<file path="config.mk">
export PLATFORM = sky130hd
export DESIGN_NAME = msi_ring_logger
export DESIGN_NICKNAME = d
export VERILOG_FILES = /design/src/rtl/msi_ring_pkg.sv /design/src/rtl/msi_ring_regs.sv /design/src/rtl/msi_ring_admit.sv /design/src/rtl/msi_ring_emit.sv /design/src/rtl/msi_ring_logger.sv
export SDC_FILE = /design/constraint.sdc
export NUM_CORES = 1
export LEC_CHECK = 0
export ABC_AREA = 1
export BUFFER_PORTS_ARGS = -buffer_cell sky130_fd_sc_hd__buf_2
export CORE_MARGIN = 2
export CORE_UTILIZATION = 54
export CTS_CLUSTER_DIAMETER = 30
export DETAILED_ROUTE_END_ITERATION = 10
export GPL_TIMING_DRIVEN = 0
export PLACE_DENSITY_LB_ADDON = 0.2
export SETUP_SLACK_MARGIN = 0.3
export SYNTH_ARGS = -nofsm -noshare
export SYNTH_HDL_FRONTEND = slang
export SYNTH_SLANG_ARGS = --single-unit
</file>
<file path="constraint.sdc">
create_clock -name clk -period 4.27 [get_ports clk]
set_clock_uncertainty 0.2 [all_clocks]
set_input_delay 0.854 -clock clk [delete_from_list [all_inputs] [get_ports clk]]
set_output_delay 0.854 -clock clk [all_outputs]
set_load 0.02 [all_outputs]
</file>
<file path="src/rtl/msi_ring_pkg.sv">
package msi_ring_pkg;

  localparam int MSG_W       = 32;
  localparam int REG_W       = 32;
  localparam int ADDR_W      = 64;
  localparam int ENTRY_BYTES = 16;
  localparam int ENTRY_W     = 8 * ENTRY_BYTES;
  localparam int RA_W        = 3;

  localparam logic [RA_W-1:0] RA_CTRL    = 3'h0;
  localparam logic [RA_W-1:0] RA_BASE_HI = 3'h3;
  localparam logic [RA_W-1:0] RA_BASE_LO = 3'h4;
  localparam logic [RA_W-1:0] RA_RD_OFF  = 3'h5;
  localparam logic [RA_W-1:0] RA_WR_OFF  = 3'h6;

  localparam int CB_EN       = 0;
  localparam int CB_FULL_DET = 1;
  localparam int CB_IRQ_EN   = 3;
  localparam int CB_STOP     = 4;
  localparam int CB_SIZE_LO  = 8;
  localparam int CB_OVF      = 15;

  localparam logic [REG_W-1:0] CTRL_RW_MASK = 32'h0000_031B;

  // Byte mask of a ring of 2^(min_log2+code) bytes, entry aligned.
  function automatic logic [REG_W-1:0] ring_mask(input int unsigned min_log2,
                                                 input logic [1:0] code);
    logic [REG_W-1:0] span;
    span = 32'd1 << (min_log2 + 32'(code));
    return (span - 32'd1) & ~32'(ENTRY_BYTES - 1);
  endfunction

  // Next entry offset, wrapped to the ring.
  function automatic logic [REG_W-1:0] step_off(input logic [REG_W-1:0] off,
                                                input logic [REG_W-1:0] mask);
    return (off + 32'(ENTRY_BYTES)) & mask;
  endfunction

endpackage

</file>
<file path="src/rtl/msi_ring_regs.sv">
module msi_ring_regs
  import msi_ring_pkg::*;
#(
  parameter int unsigned MIN_RING_LOG2 = 15
) (
  input  logic              clk,
  input  logic              rst_n,
  input  logic              reg_we,
  input  logic [RA_W-1:0]   reg_addr,
  input  logic [REG_W-1:0]  reg_wdata,
  output logic [REG_W-1:0]  reg_rdata,
  input  logic              adv,
  input  logic              ovf_set,
  output logic              ctl_en,
  output logic              ctl_full_det,
  output logic              ctl_irq_en,
  output logic              ctl_stop,
  output logic [REG_W-1:0]  off_mask,
  output logic [ADDR_W-1:0] base,
  output logic [REG_W-1:0]  rd_off,
  output logic [REG_W-1:0]  wr_off,
  output logic              ovf_flag
);

  logic [REG_W-1:0] ctrl_q, base_hi_q, base_lo_q, rd_q, wr_q;
  logic             ovf_q;

  wire wr_ctrl = reg_we && (reg_addr == RA_CTRL);
  wire wr_bhi  = reg_we && (reg_addr == RA_BASE_HI);
  wire wr_blo  = reg_we && (reg_addr == RA_BASE_LO);
  wire wr_rd   = reg_we && (reg_addr == RA_RD_OFF);

  assign off_mask = ring_mask(MIN_RING_LOG2, ctrl_q[CB_SIZE_LO +: 2]);

  always_ff @(posedge clk) begin
    if (!rst_n) begin
      ctrl_q    <= '0;
      base_hi_q <= '0;
      base_lo_q <= '0;
      rd_q      <= '0;
      wr_q      <= '0;
      ovf_q     <= 1'b0;
    end else begin
      if (wr_ctrl) ctrl_q    <= reg_wdata & CTRL_RW_MASK;
      if (wr_bhi)  base_hi_q <= reg_wdata;
      if (wr_blo)  base_lo_q <= reg_wdata;
      if (wr_rd)   rd_q      <= reg_wdata & off_mask;
      if (adv)     wr_q      <= step_off(wr_q, off_mask);
      // a fresh overflow outranks a simultaneous software clear
      if (ovf_set)                          ovf_q <= 1'b1;
      else if (wr_ctrl && reg_wdata[CB_OVF]) ovf_q <= 1'b0;
    end
  end

  always_comb begin
    reg_rdata = '0;
    case (reg_addr)
      RA_CTRL: begin
        reg_rdata         = ctrl_q;
        reg_rdata[CB_OVF] = ovf_q;
      end
      RA_BASE_HI: reg_rdata = base_hi_q;
      RA_BASE_LO: reg_rdata = base_lo_q;
      RA_RD_OFF:  reg_rdata = rd_q;
      RA_WR_OFF:  reg_rdata = wr_q;
      default:    reg_rdata = '0;
    endcase
  end

  assign ctl_en       = ctrl_q[CB_EN];
  assign ctl_full_det = ctrl_q[CB_FULL_DET];
  assign ctl_irq_en   = ctrl_q[CB_IRQ_EN];
  assign ctl_stop     = ctrl_q[CB_STOP];
  assign base         = {base_hi_q, base_lo_q};
  assign rd_off       = rd_q;
  assign wr_off       = wr_q;
  assign ovf_flag     = ovf_q;

endmodule

</file>
<file path="src/rtl/msi_ring_admit.sv">
module msi_ring_admit
  import msi_ring_pkg::*;
(
  input  logic             clk,
  input  logic             rst_n,
  input  logic             ctl_en,
  input  logic             ctl_full_det,
  input  logic             ctl_stop,
  input  logic [REG_W-1:0] off_mask,
  input  logic [REG_W-1:0] rd_off,
  input  logic [REG_W-1:0] wr_off,
  input  logic             msg_valid,
  input  logic [MSG_W-1:0] msg_data,
  output logic             msg_ready,
  input  logic             drain,
  output logic             skid_valid,
  output logic [MSG_W-1:0] skid_data,
  output logic             ev_accept,
  output logic             ev_drop
);

  logic ring_full;

  assign ring_full = ctl_full_det && (step_off(wr_off, off_mask) == rd_off);
  assign msg_ready = ctl_en && !skid_valid && !(ring_full && ctl_stop);
  assign ev_accept = msg_valid && msg_ready;
  assign ev_drop   = ev_accept && ring_full;

  always_ff @(posedge clk) begin
    if (!rst_n) begin
      skid_valid <= 1'b0;
      skid_data  <= '0;
    end else if (ev_accept && !ring_full) begin
      skid_valid <= 1'b1;
      skid_data  <= msg_data;
    end else if (drain) begin
      skid_valid <= 1'b0;
    end
  end

endmodule

</file>
<file path="src/rtl/msi_ring_emit.sv">
module msi_ring_emit
  import msi_ring_pkg::*;
(
  input  logic                skid_valid,
  input  logic [MSG_W-1:0]    skid_data,
  input  logic [ADDR_W-1:0]   base,
  input  logic [REG_W-1:0]    wr_off,
  output logic                mw_valid,
  output logic [ADDR_W-1:0]   mw_addr,
  output logic [ENTRY_W-1:0]  mw_data
);

  localparam int MSG_BYTES = MSG_W / 8;

  assign mw_valid = skid_valid;
  assign mw_addr  = base + ADDR_W'(wr_off);

  for (genvar k = 0; k < ENTRY_BYTES; k++) begin : g_lane
    if (k < MSG_BYTES) begin : g_msg
      assign mw_data[8*k +: 8] = skid_data[8*k +: 8];
    end else begin : g_pad
      assign mw_data[8*k +: 8] = 8'h00;
    end
  end

endmodule

</file>
<file path="src/rtl/msi_ring_logger.sv">
module msi_ring_logger
  import msi_ring_pkg::*;
#(
  parameter int unsigned MIN_RING_LOG2 = 15
) (
  input  logic          clk,
  input  logic          rst_n,
  input  logic          reg_we,
  input  logic [2:0]    reg_addr,
  input  logic [31:0]   reg_wdata,
  output logic [31:0]   reg_rdata,
  input  logic          msg_valid,
  output logic          msg_ready,
  input  logic [31:0]   msg_data,
  output logic          mw_valid,
  input  logic          mw_ready,
  output logic [63:0]   mw_addr,
  output logic [127:0]  mw_data,
  output logic          irq_out
);

  logic              ctl_en, ctl_full_det, ctl_irq_en, ctl_stop, ovf_flag;
  logic [REG_W-1:0]  off_mask, rd_off, wr_off;
  logic [ADDR_W-1:0] base;
  logic              skid_valid;
  logic [MSG_W-1:0]  skid_data;
  logic              ev_accept, ev_drop, ev_advance;

  assign ev_advance = mw_valid && mw_ready;

  msi_ring_regs #(.MIN_RING_LOG2(MIN_RING_LOG2)) u_regs (
    .clk         (clk),
    .rst_n       (rst_n),
    .reg_we      (reg_we),
    .reg_addr    (reg_addr),
    .reg_wdata   (reg_wdata),
    .reg_rdata   (reg_rdata),
    .adv         (ev_advance),
    .ovf_set     (ev_drop),
    .ctl_en      (ctl_en),
    .ctl_full_det(ctl_full_det),
    .ctl_irq_en  (ctl_irq_en),
    .ctl_stop    (ctl_stop),
    .off_mask    (off_mask),
    .base        (base),
    .rd_off      (rd_off),
    .wr_off      (wr_off),
    .ovf_flag    (ovf_flag)
  );

  msi_ring_admit u_admit (
    .clk         (clk),
    .rst_n       (rst_n),
    .ctl_en      (ctl_en),
    .ctl_full_det(ctl_full_det),
    .ctl_stop    (ctl_stop),
    .off_mask    (off_mask),
    .rd_off      (rd_off),
    .wr_off      (wr_off),
    .msg_valid   (msg_valid),
    .msg_data    (msg_data),
    .msg_ready   (msg_ready),
    .drain       (ev_advance),
    .skid_valid  (skid_valid),
    .skid_data   (skid_data),
    .ev_accept   (ev_accept),
    .ev_drop     (ev_drop)
  );

  msi_ring_emit u_emit (
    .skid_valid(skid_valid),
    .skid_data (skid_data),
    .base      (base),
    .wr_off    (wr_off),
    .mw_valid  (mw_valid),
    .mw_addr   (mw_addr),
    .mw_data   (mw_data)
  );

  assign irq_out = ctl_irq_en && (wr_off != rd_off);

endmodule

</file>
# Yosys cells after proc, flatten, opt, wreduce, memory -nomap -nowiden
# Index checks and enable logic that the tools add are counted.
[totals] reg_bits=168 latchBits=0 ram_bits=0 mem_bits_ro=0 input_bits=72 output_inout_bits=227 word_cells=46 n_memories=0
[op_classes] addsub=4 multipliers=0 div=0 order_cmp=0 eq_ne=6 n_shift=1 mux=5 bitwise_logic=2 reduce_logical=20
[op_table] operator="one-hot mux 32 bit (5 select lines)" n=1
[op_table] operator="adder 64 x 32 -> 64 bit" n=1
[op_table] operator="bitwise AND 32 bit" n=2
[op_table] operator="adder 32 x 5 -> 32 bit (second input constant)" n=1
[op_table] operator="equality test 32 bit" n=1
[op_table] operator="inequality test 32 bit" n=1
[op_table] operator="left shift 1 x 32 -> 32 bit (first input constant)" n=1
[op_table] operator="subtractor 32 x 1 -> 32 bit (second input constant)" n=1
[op_table] operator="logical AND 1 bit" n=14
[op_table] operator="equality test 3 bit (second input constant)" n=3
[op_table] operator="adder 4 x 2 -> 5 bit (first input constant)" n=1
[op_table] operator="2-to-1 mux 1 bit" n=4
[op_table] operator="nonzero test 2 bit" n=2
[op_table] operator="equality test 3 x 2 -> 1 bit (second input constant)" n=1
[op_table] operator="zero test 1 bit" n=3
[op_table] operator="zero test 3 bit" n=1

# Depth between registers and ports, before layout
[logic_depth] ltp_word=12 depth_mapped=18 ltp_nobuf=16

# By module
# A second synthesis with hierarchy kept.
[hier_totals] hier_cells=2600 hier_area_um2=14661.6
[modules_own_cells] mod="msi_ring_regs" n_inst=1 cells_each=777 area_per_inst_um2=5660.4 seq_area_each_um2=2542.4
[modules_own_cells] mod="msi_ring_emit" n_inst=1 cells_each=1014 area_per_inst_um2=5094.9 seq_area_each_um2=0.0
[modules_own_cells] mod="msi_ring_admit" n_inst=1 cells_each=637 area_per_inst_um2=3245.6 seq_area_each_um2=660.6
[modules_own_cells] mod="msi_ring_logger" n_inst=1 cells_each=172 area_per_inst_um2=660.6 seq_area_each_um2=0.0

# Worst setup path after synthesis
# OpenSTA, ideal clock, no wires.
[synth_path] kind="flip-flop to output port" from="register u_regs.wr_q[4] (netlist: u_regs.wr_off[4])" to="output port mw_addr[44]" arrival_time_ns=2.477 required_ns=3.216 slack_ns=0.739 stages_incl_launch_ff=16 path_buffers=0 path_cell_list="dfxtp_1 -> ha_1 -> inv_1 -> fa_1 -> inv_1 -> nand3_1 -> nand2_1 -> a21boi_0 -> o21bai_1 -> nand3_1 -> nand3_1 -> nand2_1 -> nand2_1 -> nand2_1 -> nor2_1 -> xor2_1"
[synth_between] elab_chain_len=1
[synth_rtl] item="from (decl)" line_no="msi_ring_regs.sv:25" text="logic [REG_W-1:0] ctrl_q, base_hi_q, base_lo_q, rd_q, wr_q;"
[synth_rtl] item="from (signal assigned)" line_no="msi_ring_regs.sv:48" text="if (adv) wr_q <= step_off(wr_q, off_mask);"
[synth_rtl] item="adder 64 x 32 -> 64 bit" line_no="msi_ring_emit.sv:16" text="assign mw_addr = base + ADDR_W'(wr_off);"
[synth_rtl] item="to (decl)" line_no="msi_ring_logger.sv:17" text="output logic [63:0] mw_addr,"
# No other way between the ends.

# Worst setup path in the final report
[layout_path] from="register u_regs.wr_q[4] (netlist: u_regs.wr_off[4])" to="output port mw_addr[50]"
# The elaborated chain is that of the path after synthesis.

==> key figures <==
Outcome
  • Status: complete, no violations

Power
  • Pwr per Cell Area: 259 nW/um^2
  • Net Sw Frac: 29.3%
  • Worst VDD drop: 285 uV
  • Cell leakage power: 6.51 nW
  • Clock power share: 41.8%
  • Power Total: 3.55 mW
  • Switch Pwr: 1.04 mW
  • P_int: 2.51 mW
  • Power share of the sequential group: 43.8%
  • Combinational power share: 14.4%

STA
  • Max-slew violation count: 0
  • Worst slew pin tran: 0.941 ns
  • Tmin final: 4.01 ns
  • RSZ-0062 raised after global routing: true
  • Slew HR: 35.7%
  • Fin crit share: 94.0%
  • Setup WS post-layout: 0.255 ns
  • Fmax: 0.249 GHz
  • Final setup viols: 0
  • Hold Vio Cnt, Final: 0

Final layout
  • Layout net count: 2075
  • Non-Filler Instances: 2251
  • Area Overhead vs Synth: 28.4%
  • Layout cell share with drive strength beyond 1: 23.9%

Hold path
  • Hold Crit Class: flip-flop to flip-flop

Yosys
  • Syn Inst Count: 1635
  • Yosys warns: 0
  • Synth unique cells: 44
  • Sequential-to-total area share from yosys stat: 30.0%
  • Syn_area_per_cell: 6.53 um^2
  • Yosys reg bits: 160
  • Post-Synthesis Cell Area: 10700 um^2

Clock tree
  • Root buf cell: clkbuf_16
  • Clock slew at reported path FFs: 0.06 ns
  • H-tree lvl count: 4
  • Sink Count: 160
  • CTS tree: built
  • Clk_lat worst skew: 0.43 ns
  • TritonCTS buffer count: 17
  • CTS Buffer Depth: 2

Floorplanning
  • IO Pins: 299
  • Initial Utilization: 55.0%
  • Core area: 19400 um^2
  • Rows: 51
  • Die Ht: 145 um
  • Die width: 145 um
  • DIE AREA: 20900 um^2

Route
  • Via Count: 12500
  • Final antenna-violating net count: 0
  • DR DRC count: 0
  • DRT iter0 DRCs: 1227
  • Routed len/inst: 18.7 um
  • Average vias per placed instance: 5.54
  • TritonRoute pass-1 iters: 6
  • Drt total wl: 42.1 mm

Global routing
  • Vias in the first global route: 11200
  • Antenna violations before repair: 2
  • First-pass GRT wire length: 60.5 mm
  • Largest net degree at the start of global routing: 17
  • GRT overflow: 0
  • Total GRT Usage: 38.7%

Placement
  • Port buffer count: 200
  • Setup WS pre-CTS: -0.0221 ns
  • DP Wirelength: 33.6 mm
  • Gpl congestion: 1.09
  • Cells after DPL: 2195

Critical path
  • Critical path cell sequence: ha_4 -> inv_2 -> fa_2 -> buf_4 -> o211ai_1 -> a21o_1 -> nand2_1 -> nand2_4 -> nand2_2 -> nor2_1 -> xor2_1 -> buf_4
  • Crit end category: primary output
  • CP dominant cell by count: buf_4
  • Crit Path Max Fanout: 3
  • Worst EP arrival: 2.96 ns
  • Startpoint Class: flip-flop
  • WS Path Type: flip-flop to primary output
  • Critical-path top delay cell: dfxtp_4
  • Worst EP required: 3.22 ns
  • Critical path's largest stage delay: 0.37 ns

Job
  • Max_cap viols: 0
## logic make-up after synthesis
kind of cell	after synthesis	share of synthesized area (%)
compound gates	325	17.2
xor+xnor	68	5.58
fa+ha+maj	30	3.59
buf+inv	388	17.6
flops	160	30.0
other cells	1	0.0351
simple gates	663	25.9
## worst max-delay path: cells and delay by family, from the launching register on
family                     cells  cell delay, ns
xor gates and xnor gates       1            0.26
adders and majority gates      2            0.51
buffers and inverters          3            0.42
DFF                            1            0.37
and+or+nand+nor                4            0.45
AOI/OAI and AO/OA              2            0.52
## final cells by class
cell class	count	area, um^2
multi-input cells	1182	6490
well taps	265	332
repair buffers	224	1210
diodes	1	2.50
flip-flops and latches	160	3240
fillers	1764	5690
inverters	228	856
clock buffers	19	433
plain buffers	160	1030
clock inverters	12	121
## timing repair
item	4_1_cts	5_1_grt
setup endpoints to repair	55	32
hold buffers	0	0
buffers inserted	15	9
gates cloned	0	0
gates resized for setup	90	69
pin swaps	19	22
## routing by layer
metal	part of all wire (%)	global-route usage, %
met2	44	61.2
met1	38	48.3
met5	0.026	0
met3	12	8.21
met4	6.7	23.1
## cells in the final DEF, fill, tap and decap left out, types with 41 or more instances in the layout
cell type / Yosys / layout
nand2_1: 318 / 306
nor3_1: 45 / 41
nor2_1: 169 / 159
buf_2: 1 / 194
xor2_1: 59 / 54
clkbuf_1: 49 / 49
o21ai_0: 107 / 100
a21oi_1: 138 / 124
buf_4: 100 / 128
conb_1: 1 / 96
inv_1: 226 / 223
nand3_1: 91 / 87
dfxtp_1: 160 / 142
## through the flow
| step | area, um^2 | hold slack (ns) | utilization, % | TNS (ns) |
|---|---|---|---|---|
| 3_3_place_gp | 12400 | 0.254 | 63.7 | -0.0477 |
| 5_1_grt | 13700 | 0.297 | 70.7 | 0 |
| 6_report | 13700 | 0.274 | 70.7 | 0 |
| 3_5_place_dp | 12400 | 0.265 | 63.7 | -0.0226 |
| 2_1_floorplan | 11000 | 0.243 | - | 0 |
| 4_1_cts | 13400 | 0.273 | 68.9 | 0 |
## synth_stat cells
master	instances	area share (%)
buf_6	6	0.63
a21o_1	4	0.28
o21bai_1	2	0.14
nor3_1	45	2.1
nor2_2	2	0.12
inv_1	226	7.9
inv_2	1	0.035
nand3_1	91	4.3
xnor2_1	9	0.74
a221o_1	11	1.0
a31oi_1	6	0.35
nor4_1	17	1.0
o21ai_0	107	5.0
buf_1	2	0.070
o22ai_1	24	1.4
o21a_1	6	0.42
conb_1	1	0.035
a21oi_1	138	6.5
o211ai_1	1	0.070
nand2_1	318	11
o2111ai_1	4	0.33
clkbuf_1	49	1.7
buf_2	1	0.047
buf_4	100	7.0
o21ba_2	1	0.094
nor2_1	169	5.9
xor2_1	59	4.8
o221ai_1	4	0.33
clkbuf_2	2	0.094
nor3b_1	2	0.14
a221oi_1	7	0.57
a2111oi_0	1	0.082
or2_2	1	0.059
or4_1	1	0.070
nand4_1	15	0.88
a21boi_0	3	0.21
ha_1	29	3.4
fa_1	1	0.19
nand3b_1	1	0.070
dfxtp_1	160	30
a211oi_1	5	0.35
clkinv_1	1	0.035
nor2_4	1	0.11
o31ai_1	1	0.070
## power groups by stage
stage | sequential [mW] | clock (mW) | combinational, mW
floorplan | 1.59 | 0 | 0.329
global route | 1.56 | 1.53 | 0.547
global placement | 1.59 | 0 | 0.477
CTS | 1.55 | 1.47 | 0.488
finish | 1.55 | 1.48 | 0.511
detailed placement | 1.59 | 0 | 0.481
## flip-flops by register name (all words and copies together), names as in the netlist
| name | cells |
|---|---|
| u_admit.skid_data | 32 |
| u_regs.base_hi_q | 32 |
| u_regs.base_lo_q | 32 |
| u_regs.rd_off | 28 |
| u_regs.wr_off | 28 |
| u_regs.ctrl_q | 6 |
| u_admit.skid_valid | 1 |
| u_regs.ovf_flag | 1 |
## path summary, 6_finish.rpt
check,start,end,slack [ns],cells after the start
setup / recovery,u_regs.wr_off[4],mw_addr[50],0.26,12
hold / removal,u_regs.ovf_flag,u_regs.ovf_flag,0.27,2
setup reg to reg,u_regs.wr_off[9],u_admit.skid_data[4],1.43,16
hold reg to reg,u_regs.ovf_flag,u_regs.ovf_flag,0.27,2
Power figures use the tool's default switching activity.
